`src/rtl/dbm_pkg.sv`:
```
package dbm_pkg;

    localparam int CTRL_W  = 8;
    localparam int MASK_W  = 6;
    localparam int LD_BIT  = 6;
    localparam int ST_BIT  = 7;
    localparam int SIZE_W  = 2;

    typedef struct packed {
        logic              st_en;
        logic              ld_en;
        logic [MASK_W-1:0] cmp_mask;
    } slot_ctrl_t;

    typedef enum logic [SIZE_W-1:0] {
        ACC_B1 = 2'd0,
        ACC_B2 = 2'd1,
        ACC_B4 = 2'd2,
        ACC_B8 = 2'd3
    } acc_size_e;

    // Keep the run of ones from the top bit down; clear everything from
    // the first zero onward.
    function automatic logic [MASK_W-1:0] fix_mask(input logic [MASK_W-1:0] raw);
        logic [MASK_W-1:0] out;
        logic              run;
        run = 1'b1;
        for (int b = MASK_W - 1; b >= 0; b--) begin
            run    = run & raw[b];
            out[b] = run;
        end
        return out;
    endfunction

    function automatic slot_ctrl_t decode_ctrl(input logic [CTRL_W-1:0] raw);
        slot_ctrl_t c;
        c.st_en    = raw[ST_BIT];
        c.ld_en    = raw[LD_BIT];
        c.cmp_mask = fix_mask(raw[MASK_W-1:0]);
        return c;
    endfunction

endpackage

```
`src/rtl/dbm_slot.sv`:
```
module dbm_slot
    import dbm_pkg::*;
#(
    parameter int ADDR_W = 32
) (
    input  logic              clk,
    input  logic              rst,
    input  logic              addr_we,
    input  logic              ctrl_we,
    input  logic [ADDR_W-1:0] wdata,
    input  logic [ADDR_W-1:0] acc_addr,
    input  logic [ADDR_W-1:0] byte_ign,
    input  logic              acc_rd,
    input  logic              acc_wr,
    output logic              hit
);
    localparam int HI_W = ADDR_W - MASK_W;

    logic [ADDR_W-1:0] base_q;
    slot_ctrl_t        ctrl_q;
    logic [ADDR_W-1:0] cmp_full;
    logic              addr_eq;
    logic              armed;

    always_ff @(posedge clk) begin
        if (rst) begin
            base_q <= '0;
            ctrl_q <= '0;
        end else begin
            if (addr_we) base_q <= wdata;
            if (ctrl_we) ctrl_q <= decode_ctrl(wdata[CTRL_W-1:0]);
        end
    end

    always_comb begin
        cmp_full = {{HI_W{1'b1}}, ctrl_q.cmp_mask} & ~byte_ign;
        addr_eq  = ((acc_addr ^ base_q) & cmp_full) == '0;
        armed    = (acc_rd & ctrl_q.ld_en) | (acc_wr & ctrl_q.st_en);
        hit      = addr_eq & armed;
    end

endmodule

```
`src/rtl/dbm_pick.sv`:
```
module dbm_pick #(
    parameter int N     = 2,
    parameter int IDX_W = 1
) (
    input  logic [N-1:0]     req,
    output logic             any,
    output logic [IDX_W-1:0] idx
);
    always_comb begin
        any = |req;
        idx = '0;
        for (int i = N - 1; i >= 0; i--) begin
            if (req[i]) idx = IDX_W'(i);
        end
    end
endmodule

```
`src/rtl/dbm_matcher.sv`:
```
module dbm_matcher
    import dbm_pkg::*;
#(
    parameter int ADDR_W = 32,
    parameter int NUM_BP = 2,
    localparam int IDX_W = (NUM_BP > 1) ? $clog2(NUM_BP) : 1
) (
    input  logic              clk,
    input  logic              rst,
    input  logic              cfg_addr_we,
    input  logic              cfg_ctrl_we,
    input  logic [IDX_W-1:0]  cfg_sel,
    input  logic [ADDR_W-1:0] cfg_wdata,
    input  logic [ADDR_W-1:0] acc_addr,
    input  logic [SIZE_W-1:0] acc_size,
    input  logic              acc_rd,
    input  logic              acc_wr,
    output logic              bp_hit,
    output logic [IDX_W-1:0]  bp_hit_idx
);
    logic [ADDR_W-1:0] byte_ign;
    logic [NUM_BP-1:0] slot_hit;

    // Offset bits inside a naturally aligned access never decide a match.
    always_comb begin
        byte_ign = (ADDR_W'(1) << acc_size) - ADDR_W'(1);
    end

    for (genvar g = 0; g < NUM_BP; g++) begin : g_slot
        logic sel_me;
        assign sel_me = (cfg_sel == IDX_W'(g));
        dbm_slot #(.ADDR_W(ADDR_W)) u_slot (
            .clk      (clk),
            .rst      (rst),
            .addr_we  (cfg_addr_we & sel_me),
            .ctrl_we  (cfg_ctrl_we & sel_me),
            .wdata    (cfg_wdata),
            .acc_addr (acc_addr),
            .byte_ign (byte_ign),
            .acc_rd   (acc_rd),
            .acc_wr   (acc_wr),
            .hit      (slot_hit[g])
        );
    end

    dbm_pick #(.N(NUM_BP), .IDX_W(IDX_W)) u_pick (
        .req (slot_hit),
        .any (bp_hit),
        .idx (bp_hit_idx)
    );

endmodule

```
`config.mk`:
```
export PLATFORM = sky130hd
export DESIGN_NAME = dbm_matcher
export DESIGN_NICKNAME = d
export VERILOG_FILES = /design/src/rtl/dbm_pkg.sv /design/src/rtl/dbm_slot.sv /design/src/rtl/dbm_pick.sv /design/src/rtl/dbm_matcher.sv
export SDC_FILE = /design/constraint.sdc
export NUM_CORES = 1
export LEC_CHECK = 0
export BUFFER_PORTS_ARGS = -buffer_cell sky130_fd_sc_hd__buf_4
export CAP_MARGIN = 40
export CORE_UTILIZATION = 49
export CTS_BUF_LIST = sky130_fd_sc_hd__clkbuf_16
export CTS_CLUSTER_SIZE = 8
export DETAILED_ROUTE_END_ITERATION = 8
export GPL_ROUTABILITY_DRIVEN = 0
export PLACE_DENSITY = 0.75
export RECOVER_POWER = 25
export SLEW_MARGIN = 0
export SYNTH_ARGS = -nofsm -noshare
export SYNTH_HDL_FRONTEND = slang
export SYNTH_SLANG_ARGS = --single-unit
```
`constraint.sdc`:
```
create_clock -name clk -period 1.7 [get_ports clk]
set_input_delay 0.17 -clock clk [delete_from_list [all_inputs] [get_ports clk]]
set_output_delay 0.17 -clock clk [all_outputs]
set_load 0.01 [all_outputs]
```
==> reports/metrics.csv <==
stage;metric;value;unit
outcome;outcome;complete, but fails checks;
outcome;failing checks;negative setup slack;
synth;largest family of logic cells by synthesized area;simple AND/OR/NAND/NOR gates;
synth;synthesized area per cell;7.81;sq um
placement;pre-CTS setup slack;-336;ps
worst_setup_path;CP startpoint;g_slot[1].u_slot.base_q[30];
die;Initial Utilization;0.519;
clock_tree;Reg clk slew, reported paths;60;ps
global_routing;initial antenna violation count;0;
routing;starting DRC count in detailed routing;279;
synth;Post-Synth Simple-Gate Area;0.235;
final_layout;most frequent cells in the layout;nand2_1, buf_4, a21oi_1;
global_routing;first-pass GRT wire length;15.4;mm
global_routing;largest net degree at the start of global routing;37;
clock_tree;H-tree depth;3;
sta;setup TNS;-1110;ps
routing;Wirelength per Cell;14.7;um
placement;post-DP HPWL;6.71;mm
power_and_ir_drop;Sw Share;0.250;
routing;DRC viols;0;
clock_tree;CTS Sinks;80;
clock_tree;CTS tree;built;
global_routing;gr ovfl total;0;
clock_tree;Num CTS Buffers;9;
worst_setup_path;Reg-to-Reg Start;g_slot[1].u_slot.ctrl_q[7];
synth;Post-Synth Adder-Cell Area;0.00690;
final_layout;antenna cell count;0;
synth;main area contributors after synthesis;dfxtp_1, nand2_1, a21oi_1;
sta;worst-margin pin slew;751;ps
worst_setup_path;Worst setup SP type;flop;
sta;worst hold slack;85.4;ps
synth;XOR/XNOR Fraction of Synth Area;0.155;
worst_hold_path;worst hold path depth;3;
clock_tree;Post-CTS Repair Setup Buffers;0;
routing;via-per-instance ratio;5.21;
power_and_ir_drop;Sw Pwr;0.00113;W
sta;crit path time final;2260;ps
final_layout;most common cell after layout, fill and taps aside;nand2_1;
final_layout;Non-Filler Instances;652;
sta;final setup fails;2;
synth;share of the synthesized area in the top cell type;0.442;
clock_tree;CTS Root Cell;clkbuf_16;
clock_tree;hold buffer count at cts;0;
global_routing;number of global-route vias before repair;3208;
power_and_ir_drop;power per cell area;948;nW/um^2
synth;Yosys warning total;0;
power_and_ir_drop;Comb power frac;0.137;
power_and_ir_drop;VDD IR max;0.000699;V
synth;synthesized area;3630;sq um
sta;RSZ-0062 raised after global routing;yes;
worst_hold_path;HP Class;in2reg;
synth;#FFs+latches synth;80;
routing;Pre-antenna DRT Iters;5;
global_routing;gr usage total;0.266;
worst_setup_path;CP max FO;2;
power_and_ir_drop;Flop pwr share;0.446;
synth;dominant cell type by area after synthesis;dfxtp_1;
power_and_ir_drop;Pint;0.00337;W
final_layout;nets@finish;626;
final_layout;Area growth syn-to-layout;30.8;%
sta;worst rel slew slack;0.499;
routing;DRT Wirelength;9.60;mm
die;total core area;6980;sq um
placement;post-placement cell count;636;
flow_run;Max Cap Viol;0;
sta;final worst path period share;1.33;
routing;Vias;3399;
worst_setup_path;CP arrival;2090;ps
worst_setup_path;crit path kind;reg2out;
synth;mux share of post-synthesis cell area;0;
power_and_ir_drop;Clock Power Share;0.417;
die;die width;88.0;um
synth;syn_nets;539;
clock_tree;Max Root-Sink Buffers;2;
routing;Routed Antenna Nets;0;
synth;cells after synthesis;464;
clock_tree;worst skew pair latency;330;ps
sta;count of final max-slew check failures;0;
sta;Final Worst Setup Slack;-563;ps
synth;Compound-Gate Fraction of Synth Area;0.132;
die;Ports;75;
sta;FMAX;442;MHz
die;total die area;7750;sq um
power_and_ir_drop;leakage power;1.95;nW
worst_setup_path;R2R depth;3;
worst_setup_path;Worst R2R End;g_slot[1].u_slot.ctrl_q[7];
die;Die Span Y;88.0;um
final_layout;share of cells above drive strength 1;0.227;
worst_setup_path;flop2flop setup slack;1020;ps
worst_setup_path;Setup crit end;bp_hit_idx;
worst_setup_path;Crit path required time;1530;ps
worst_setup_path;Critical Path End Type;primary output;
synth;Seq/Total Area, Yosys;0.442;
sta;Worst Skew;0;ps
placement;I/O Buffers;74;
sta;Hold Vio Cnt, Final;0;
die;Std-Cell Rows;30;
synth;synth unique cells;26;
[registers in the layout (all words and copies together) (netlist names)]
register	count
g_slot.u_slot.ctrl_q	16
g_slot.u_slot.base_q	64
[cell type report]
cell class	instances	area, sq um
fill	598	2240
multi-input combinational	355	1940
clock inverter	7	63.8
timing repair buffer	103	783
inverter	2	7.51
clock buffer	9	225
sequential	80	1610
tap	96	120
[synth_stat cells, drive strengths merged]
cell	n
nand2b	4
and2	1
dfxtp	80
or4	1
xnor2	24
a32o	1
a311o	1
inv	2
nor2	6
nand3	11
a32oi	1
a22oi	2
a21oi	80
xor2	40
nand4	9
nand2	154
buf	1
nor2b	3
clkbuf	26
ha	2
o211ai	1
and3	3
a311oi	3
nor4	8
[metal layers]
metal / vias up / track usage / share of wire
met5: - / 0 / 0
met4: 0 / 0.101 / 0.014
met3: 11 / 0.0339 / 0.080
met2: 117 / 0.435 / 0.47
met1: 1565 / 0.360 / 0.44
li1: 1706 / - / -
[what timing repair did]
item / 4_1_cts / 5_1_grt
gates resized for setup: 5 / 1
setup endpoints to repair: 2 / 2
pin swaps: 4 / 3
[power by group through the flow]
stage	Combinational, W	Clock (W)	Sequential [W]
floorplan	0.000301	0	0.00204
global placement	0.000605	0	0.00204
detailed placement	0.000611	0	0.00205
CTS	0.000621	0.00189	0.00201
global route	0.000673	0.00198	0.00201
finish	0.000617	0.00188	0.00201
[cell families after synthesis]
logic type	Yosys count
AOI/OAI and AO/OA	89
xor gates and xnor gates	64
adders and majority gates	2
buffers and inverters	29
DFF	80
and+or+nand+nor	200
[through the flow]
step                cell area [sq um]   util  power [W]
CTS                              4760  0.682    0.00451
global placement                 4450  0.638    0.00265
floorplan                        3630      -    0.00234
detailed placement               4450  0.638    0.00266
global route                     4740  0.679    0.00466
finish                           4740  0.679    0.00450
[worst min path at each step]
stage	start	slack, ps	endpoint
5_1_grt	cfg_wdata[22]	90	g_slot[1].u_slot.base_q[22]
2_1_floorplan	cfg_wdata[5]	310	g_slot[0].u_slot.ctrl_q[5]
6_report	cfg_wdata[19]	90	g_slot[1].u_slot.base_q[19]
4_1_cts	cfg_wdata[17]	90	g_slot[0].u_slot.base_q[17]
3_3_place_gp	cfg_wdata[10]	430	g_slot[0].u_slot.base_q[10]
3_5_place_dp	cfg_wdata[10]	440	g_slot[0].u_slot.base_q[10]
[worst max-delay path, cell delays in order (launching register included)]
cell,delay (ps)
dfxtp_2,320
xor2_1,130
nor4_1,270
buf_4,170
nand4_1,90
or4_4,560
nor2b_4,120
buf_6,100
Note: power is estimated with default switching activity, not from simulation.
